===== src/rtl/bto_pkg.sv =====
package bto_pkg;
  typedef enum logic [1:0] {
    ST_IDLE  = 2'd0,
    ST_COUNT = 2'd1,
    ST_FORCE = 2'd2
  } bto_state_e;

  localparam int unsigned REG_W = 32;
  localparam int unsigned SEL_W = 2;

  localparam logic [SEL_W-1:0] SEL_CTRL = 2'd0;
  localparam logic [SEL_W-1:0] SEL_ADDR = 2'd1;
  localparam logic [SEL_W-1:0] SEL_UID  = 2'd2;
  localparam logic [SEL_W-1:0] SEL_STAT = 2'd3;

  localparam int unsigned CTRL_EN_BIT  = 16;
  localparam int unsigned CTRL_CLR_BIT = 17;
endpackage


===== src/rtl/bto_counter.sv =====
module bto_counter
  import bto_pkg::*;
#(
  parameter int unsigned THR_W = 16
) (
  input  logic             clk,
  input  logic             rst,
  input  logic             en_i,
  input  logic [THR_W-1:0] thr_i,
  input  logic             req_i,
  input  logic             ready_i,
  output logic             hit_o,
  output logic             force_o
);
  bto_state_e       state_q;
  logic [THR_W-1:0] cnt_q;
  logic [THR_W-1:0] cur;
  logic             stall;

  always_comb begin
    cur   = (state_q == ST_COUNT) ? cnt_q : '0;
    stall = en_i & req_i & ~ready_i & (state_q != ST_FORCE);
    hit_o = stall & (cur >= thr_i);
  end

  always_ff @(posedge clk) begin
    if (rst) begin
      state_q <= ST_IDLE;
      cnt_q   <= '0;
    end else if (state_q == ST_FORCE) begin
      state_q <= ST_IDLE;
      cnt_q   <= '0;
    end else if (hit_o) begin
      state_q <= ST_FORCE;
      cnt_q   <= '0;
    end else if (stall) begin
      state_q <= ST_COUNT;
      cnt_q   <= cur + 1'b1;
    end else begin
      state_q <= ST_IDLE;
      cnt_q   <= '0;
    end
  end

  assign force_o = (state_q == ST_FORCE);

  p_force_one_cycle_r3: assert property (@(posedge clk) disable iff (rst)
    force_o |=> !force_o);

  p_force_after_stall_r3: assert property (@(posedge clk) disable iff (rst)
    $rose(force_o) |-> $past(req_i & ~ready_i & en_i));

  p_no_force_disabled_r9: assert property (@(posedge clk) disable iff (rst)
    !en_i |=> (state_q != ST_FORCE));
endmodule


===== src/rtl/bto_capture.sv =====
module bto_capture #(
  parameter int unsigned ADDR_W = 32,
  parameter int unsigned UID_W  = 7
) (
  input  logic              clk,
  input  logic              rst,
  input  logic              hit_i,
  input  logic              clr_i,
  input  logic [ADDR_W-1:0] addr_i,
  input  logic [UID_W-1:0]  uid_i,
  output logic [ADDR_W-1:0] addr_o,
  output logic [UID_W-1:0]  uid_o,
  output logic              irq_o
);
  logic [ADDR_W-1:0] addr_q;
  logic [UID_W-1:0]  uid_q;
  logic              irq_q;
  logic              take;

  assign take = hit_i & (~irq_q | clr_i);

  always_ff @(posedge clk) begin
    if (rst) begin
      addr_q <= '0;
      uid_q  <= '0;
      irq_q  <= 1'b0;
    end else begin
      if (take) begin
        addr_q <= addr_i;
        uid_q  <= uid_i;
      end
      irq_q <= hit_i | (irq_q & ~clr_i);
    end
  end

  assign addr_o = addr_q;
  assign uid_o  = uid_q;
  assign irq_o  = irq_q;

  p_hold_pending_r8: assert property (@(posedge clk) disable iff (rst)
    (irq_q & ~clr_i) |=> ($stable(addr_q) && $stable(uid_q)));

  p_irq_sticky_r7: assert property (@(posedge clk) disable iff (rst)
    (irq_q & ~clr_i) |=> irq_q);

  p_irq_cleared_r7: assert property (@(posedge clk) disable iff (rst)
    (clr_i & ~hit_i) |=> !irq_q);
endmodule


===== src/rtl/bto_regs.sv =====
module bto_regs
  import bto_pkg::*;
#(
  parameter int unsigned      THR_W     = 16,
  parameter int unsigned      ADDR_W    = 32,
  parameter int unsigned      UID_W     = 7,
  parameter logic [THR_W-1:0] THR_RESET = '1
) (
  input  logic              clk,
  input  logic              rst,
  input  logic              we_i,
  input  logic [SEL_W-1:0]  sel_i,
  input  logic [REG_W-1:0]  wdata_i,
  input  logic [ADDR_W-1:0] cap_addr_i,
  input  logic [UID_W-1:0]  cap_uid_i,
  input  logic              irq_i,
  output logic [THR_W-1:0]  thr_o,
  output logic              en_o,
  output logic              clr_o,
  output logic [REG_W-1:0]  rdata_o
);
  logic [THR_W-1:0] thr_q;
  logic             en_q;
  logic [REG_W-1:0] rd_mux;
  logic [REG_W-1:0] rdata_q;
  logic             ctrl_wr;
  logic             unused_wbits;

  assign ctrl_wr      = we_i & (sel_i == SEL_CTRL);
  assign clr_o        = ctrl_wr & wdata_i[CTRL_CLR_BIT];
  assign unused_wbits = ^wdata_i[REG_W-1:CTRL_CLR_BIT+1];

  always_ff @(posedge clk) begin
    if (rst) begin
      thr_q <= THR_RESET;
      en_q  <= 1'b1;
    end else if (ctrl_wr) begin
      thr_q <= wdata_i[THR_W-1:0];
      en_q  <= wdata_i[CTRL_EN_BIT];
    end
  end

  always_comb begin
    rd_mux = '0;
    case (sel_i)
      SEL_CTRL: begin
        rd_mux[THR_W-1:0]  = thr_q;
        rd_mux[CTRL_EN_BIT] = en_q;
      end
      SEL_ADDR: rd_mux = REG_W'(cap_addr_i);
      SEL_UID:  rd_mux = REG_W'(cap_uid_i);
      default:  rd_mux[0] = irq_i;
    endcase
  end

  always_ff @(posedge clk) begin
    if (rst) rdata_q <= '0;
    else     rdata_q <= rd_mux;
  end

  assign thr_o   = thr_q;
  assign en_o    = en_q;
  assign rdata_o = rdata_q;

  p_ctrl_write_r10: assert property (@(posedge clk) disable iff (rst)
    ctrl_wr |=> (thr_q == $past(wdata_i[THR_W-1:0])) && (en_q == $past(wdata_i[CTRL_EN_BIT])));
endmodule


===== src/rtl/bus_timeout_wdog.sv =====
module bus_timeout_wdog
  import bto_pkg::*;
#(
  parameter int unsigned      THR_W     = 16,
  parameter int unsigned      ADDR_W    = 32,
  parameter int unsigned      UID_W     = 7,
  parameter logic [THR_W-1:0] THR_RESET = '1
) (
  input  logic              clk,
  input  logic              rst,
  input  logic              bus_req,
  input  logic [ADDR_W-1:0] bus_addr,
  input  logic [UID_W-1:0]  bus_uid,
  input  logic              slv_ready,
  output logic              bus_ready,
  output logic              bus_err,
  input  logic              cfg_we,
  input  logic [1:0]        cfg_sel,
  input  logic [31:0]       cfg_wdata,
  output logic [31:0]       cfg_rdata,
  output logic              tmo_irq
);
  logic [THR_W-1:0]  thr;
  logic              en;
  logic              clr;
  logic              hit;
  logic              forcing;
  logic [ADDR_W-1:0] cap_addr;
  logic [UID_W-1:0]  cap_uid;
  logic              irq;

  bto_regs #(
    .THR_W(THR_W), .ADDR_W(ADDR_W), .UID_W(UID_W), .THR_RESET(THR_RESET)
  ) i_regs (
    .clk(clk), .rst(rst), .we_i(cfg_we), .sel_i(cfg_sel), .wdata_i(cfg_wdata),
    .cap_addr_i(cap_addr), .cap_uid_i(cap_uid), .irq_i(irq),
    .thr_o(thr), .en_o(en), .clr_o(clr), .rdata_o(cfg_rdata)
  );

  bto_counter #(.THR_W(THR_W)) i_counter (
    .clk(clk), .rst(rst), .en_i(en), .thr_i(thr), .req_i(bus_req),
    .ready_i(slv_ready), .hit_o(hit), .force_o(forcing)
  );

  bto_capture #(.ADDR_W(ADDR_W), .UID_W(UID_W)) i_capture (
    .clk(clk), .rst(rst), .hit_i(hit), .clr_i(clr), .addr_i(bus_addr),
    .uid_i(bus_uid), .addr_o(cap_addr), .uid_o(cap_uid), .irq_o(irq)
  );

  assign bus_ready = slv_ready | forcing;
  assign bus_err   = forcing;
  assign tmo_irq   = irq;

  p_err_with_ready_r3: assert property (@(posedge clk) disable iff (rst)
    bus_err |-> bus_ready);

  p_irq_on_force_r7: assert property (@(posedge clk) disable iff (rst)
    $rose(bus_err) |-> tmo_irq);
endmodule


===== config.mk =====
export PLATFORM = sky130hd
export DESIGN_NAME = bus_timeout_wdog
export DESIGN_NICKNAME = d
export VERILOG_FILES = /design/src/rtl/bto_pkg.sv /design/src/rtl/bto_counter.sv /design/src/rtl/bto_capture.sv /design/src/rtl/bto_regs.sv /design/src/rtl/bus_timeout_wdog.sv
export SDC_FILE = /design/constraint.sdc
export NUM_CORES = 1
export LEC_CHECK = 0
export BUFFER_PORTS_ARGS = -buffer_cell sky130_fd_sc_hd__buf_2
export CAP_MARGIN = 20
export CORE_ASPECT_RATIO = 0.9
export CORE_MARGIN = 2
export CORE_UTILIZATION = 40
export CTS_BUF_LIST = sky130_fd_sc_hd__clkbuf_8
export DETAILED_ROUTE_END_ITERATION = 6
export GPL_TIMING_DRIVEN = 0
export SLEW_MARGIN = 5
export SYNTH_ARGS = -nofsm -noshare
export SYNTH_HDL_FRONTEND = slang
export SYNTH_SLANG_ARGS = --single-unit

===== constraint.sdc =====
create_clock -name clk -period 4.3 [get_ports clk]
set_clock_uncertainty 0.1 [all_clocks]
set_input_delay 0.86 -clock clk [delete_from_list [all_inputs] [get_ports clk]]
set_output_delay 0.86 -clock clk [all_outputs]
set_load 0.005 [all_outputs]

==> impl_metrics.toml <==
[floorplan]
core_um2 = 11500
io-pin-count = 113
die_y_um = 107
start_util_pct = 41.1
die_x_um = 118
placementRows = 37
die_area_um2 = 12700

[detailed_routing]
drc = 0
drt_iter0_drc = 161
postRouteAntennaNets = 0
dr.pass1.iters = 4
drt_wl_total_mm = 10.8
vias = 3612
wl_per_cell_um = 14.1
routed_via_density = 4.72

[clock_tree]
cts-root-buf = "clkbuf_8"
clk_path_buf_depth = 2
cts_setup_buffers = 0
path_clk_slew_ns = 0.10
htreeDepth = 3
tritoncts = "built"
cts_resized = 0
holdBufCountCts = 0
numCtsBuffers = 9
clk_latency_ns = 0.37
cts.sinks = 107

[timing]
period_share_pct = 82.3
min_period_ns = 3.54
finalHoldViolCount = 0
slew_headroom_pct = 52.0
setup_violations = 0
maxSlewViolCount = 0
rsz0062_at_grt = "no"
max_freq_mhz = 282
worst_slew_pin_slew_ns = 0.720
setup_tns_ns = 0

[worst_setup_path]
arrival_ns = 3.75
path_cells = "nor2b_1 -> clkbuf_1 -> clkbuf_1 -> and2_1 -> ha_1 -> nor2b_1 -> a2bb2oi_1 -> o31a_1 -> a211oi_2 -> nand3b_1 -> buf_2 -> nor2_1"
cp.required_ns = 4.51
cp-start-kind = "flip-flop"
max_stage_delay_ns = 0.41
cp_max_fo = 10
worstSetupEndpointType = "flip-flop"
path_class = "reg -> reg"
cp_slowest_cell = "dfxtp_1"

[synthesis]
synth_edf_count = 0
netlist_area_um2 = 4720
synth_top_area_cell = "dfxtp_1"
synthCells = 498
yosys.cell_count.top_type = "dfxtp_1"
ys.warnings.count = 0
netlist.area_leader.share_pct = 45.4
async_flop_share_pct = 0
ys_seq_elements = 107
yosysUniqueCellTypes = 37
ys.flop_type = "dfxtp_1"
syn_nets = 592
yosys-top-cells-area = "dfxtp_1 45%, mux2i_1 12%, nand2b_1 11%, nor2_1 4.8%, ha_1 4.2%"
syn_avg_cell_area_um2 = 9.47
yosys-top-cells-count = "107 x dfxtp_1, 80 x nand2b_1, 60 x nor2_1, 55 x mux2i_1, 24 x clkbuf_1"
yosysSeqAreaShare_pct = 45.4

[power_and_ir_drop]
power_density_nw_per_um2 = 313
irDropWorstVdd_mv = 0.204
leakagePower_nw = 2.48

[cells_and_area]
layout-drive-gt1-share_pct = 20.0
fin_area_um2 = 5570
antenna_cells = 0
fin_util_pct = 48.6
fillers = 1165
syn2layout_area_growth_pct = 18.2
nets = 699

[global_route]
grt_pass1_wl_mm = 17.3
grt_max_degree = 20
antenna_found_initial = 0
overflow = 0
grtUsageTotal_pct = 17.6
grt_pass1_vias = 3528

[placed_design]
place_area_um2 = 5390
place_congestion = 0.786
portBuffers = 96
hpwl_mm = 8.43

[run_status]
status = "complete, no violations"

[hold_path]
hp-class = "reg -> reg"

[job]
max_cap_violations = 0
## sequential cells by signal, summed over array words and instances, names as in the netlist
name	cells
i_capture.addr_o	32
i_regs.en_o	1
i_capture.uid_o	7
i_counter.state_q	2
i_regs.rdata_o	32
i_regs.thr_o	16
i_counter.cnt_q	16
i_capture.irq_o	1
## per-layer routing
metal / global-route usage (%) / share of wire (%)
met5: 0 / 0
met4: 4.08 / 0.89
met3: 4.47 / 4.2
met2: 27.9 / 45
met1: 24.1 / 50
## logic make-up after synthesis
logic type               Yosys count  share of synthesized area, %
AND/OR/NAND/NOR                  217                          25.2
flip-flops                       107                          45.4
multiplexers                      56                          12.2
buffers and inverters             52                          4.54
AO/OA/AOI/OAI                     35                          5.68
adder cells (fa/ha/maj)           16                          4.25
XOR/XNOR                          15                          2.79
## layout by cell type, fill, tap and decap left out, types with 2 or more instances in the layout
| cell type | netlist | routed |
|---|---|---|
| inv_1 | 21 | 21 |
| nor3b_1 | 3 | 3 |
| nand3b_1 | 2 | 2 |
| a21oi_1 | 11 | 11 |
| or2_2 | 2 | 2 |
| nor2b_1 | 8 | 8 |
| nand2b_1 | 80 | 80 |
| xor2_1 | 9 | 9 |
| and3_1 | 17 | 17 |
| nor2_1 | 60 | 60 |
| and2_1 | 13 | 13 |
| nand3_1 | 6 | 6 |
| nand4_1 | 7 | 7 |
| mux2i_1 | 55 | 55 |
| buf_1 | 2 | 2 |
| a211o_1 | 17 | 17 |
| clkbuf_8 | 0 | 9 |
| xnor2_1 | 6 | 6 |
| nor3_1 | 2 | 2 |
| buf_6 | 2 | 2 |
| dfxtp_1 | 107 | 107 |
| inv_6 | 0 | 2 |
| clkbuf_1 | 24 | 24 |
| nand2_1 | 12 | 12 |
| clkinv_4 | 0 | 2 |
| buf_2 | 3 | 99 |
| ha_1 | 16 | 16 |
## final cells by class
type                       count  area (µm²)  area share [%]
multi-input combinational    339        2360            42.3
clock inverter                 7        58.8            1.05
sequential                   107        2140            38.4
buffer                        31         135            2.42
timing repair buffer          96         480            8.62
inverter                      21        78.8            1.41
clock buffer                   9         124            2.22
tap                          156         195            3.50
## power breakdown
| part | internal (W) | switching (W) | leakage (nW) |
|---|---|---|---|
| logic | 0.0000692 | 0.0000768 | 1.52 |
| registers | 0.00101 | 0.00000821 | 0.867 |
| clock network | 0.000220 | 0.000365 | 0.0921 |
## through the flow
step | total power, W | hold WS, ns | setup WS [ns] | cells
finish | 0.00175 | 0.375 | 0.760 | 766
global route | 0.00183 | 0.390 | 0.459 | 766
CTS | 0.00176 | 0.378 | 0.767 | 766
detailed placement | 0.00118 | 0.363 | 0.817 | 750
global placement | 0.00118 | 0.354 | 0.850 | 750
floorplan | 0.00112 | 0.344 | 1.51 | 498
## critical path: cells and delay by family (launching register included)
family / cells / cell delay [ns]
adder cells (fa/ha/maj): 1 / 0.25
AO/OA/AOI/OAI: 3 / 0.67
flip-flops: 1 / 0.41
AND/OR/NAND/NOR: 5 / 0.99
buffers and inverters: 3 / 1.05
## final timing paths
path	startpoint	slack [ns]	to	depth (start not counted)
worst max-delay path	i_counter.state_q[0]$_SDFF_PP0_	0.76	i_counter.cnt_q[10]$_SDFF_PP0_	12
worst min-delay path	i_capture.addr_o[24]$_SDFFE_PP0P_	0.38	i_capture.addr_o[24]$_SDFFE_PP0P_	2
worst max register to register	i_counter.state_q[0]$_SDFF_PP0_	0.76	i_counter.cnt_q[10]$_SDFF_PP0_	12
worst min register to register	i_capture.addr_o[24]$_SDFFE_PP0P_	0.38	i_capture.addr_o[24]$_SDFFE_PP0P_	2
No activity file was read; power rests on OpenSTA's default activity.
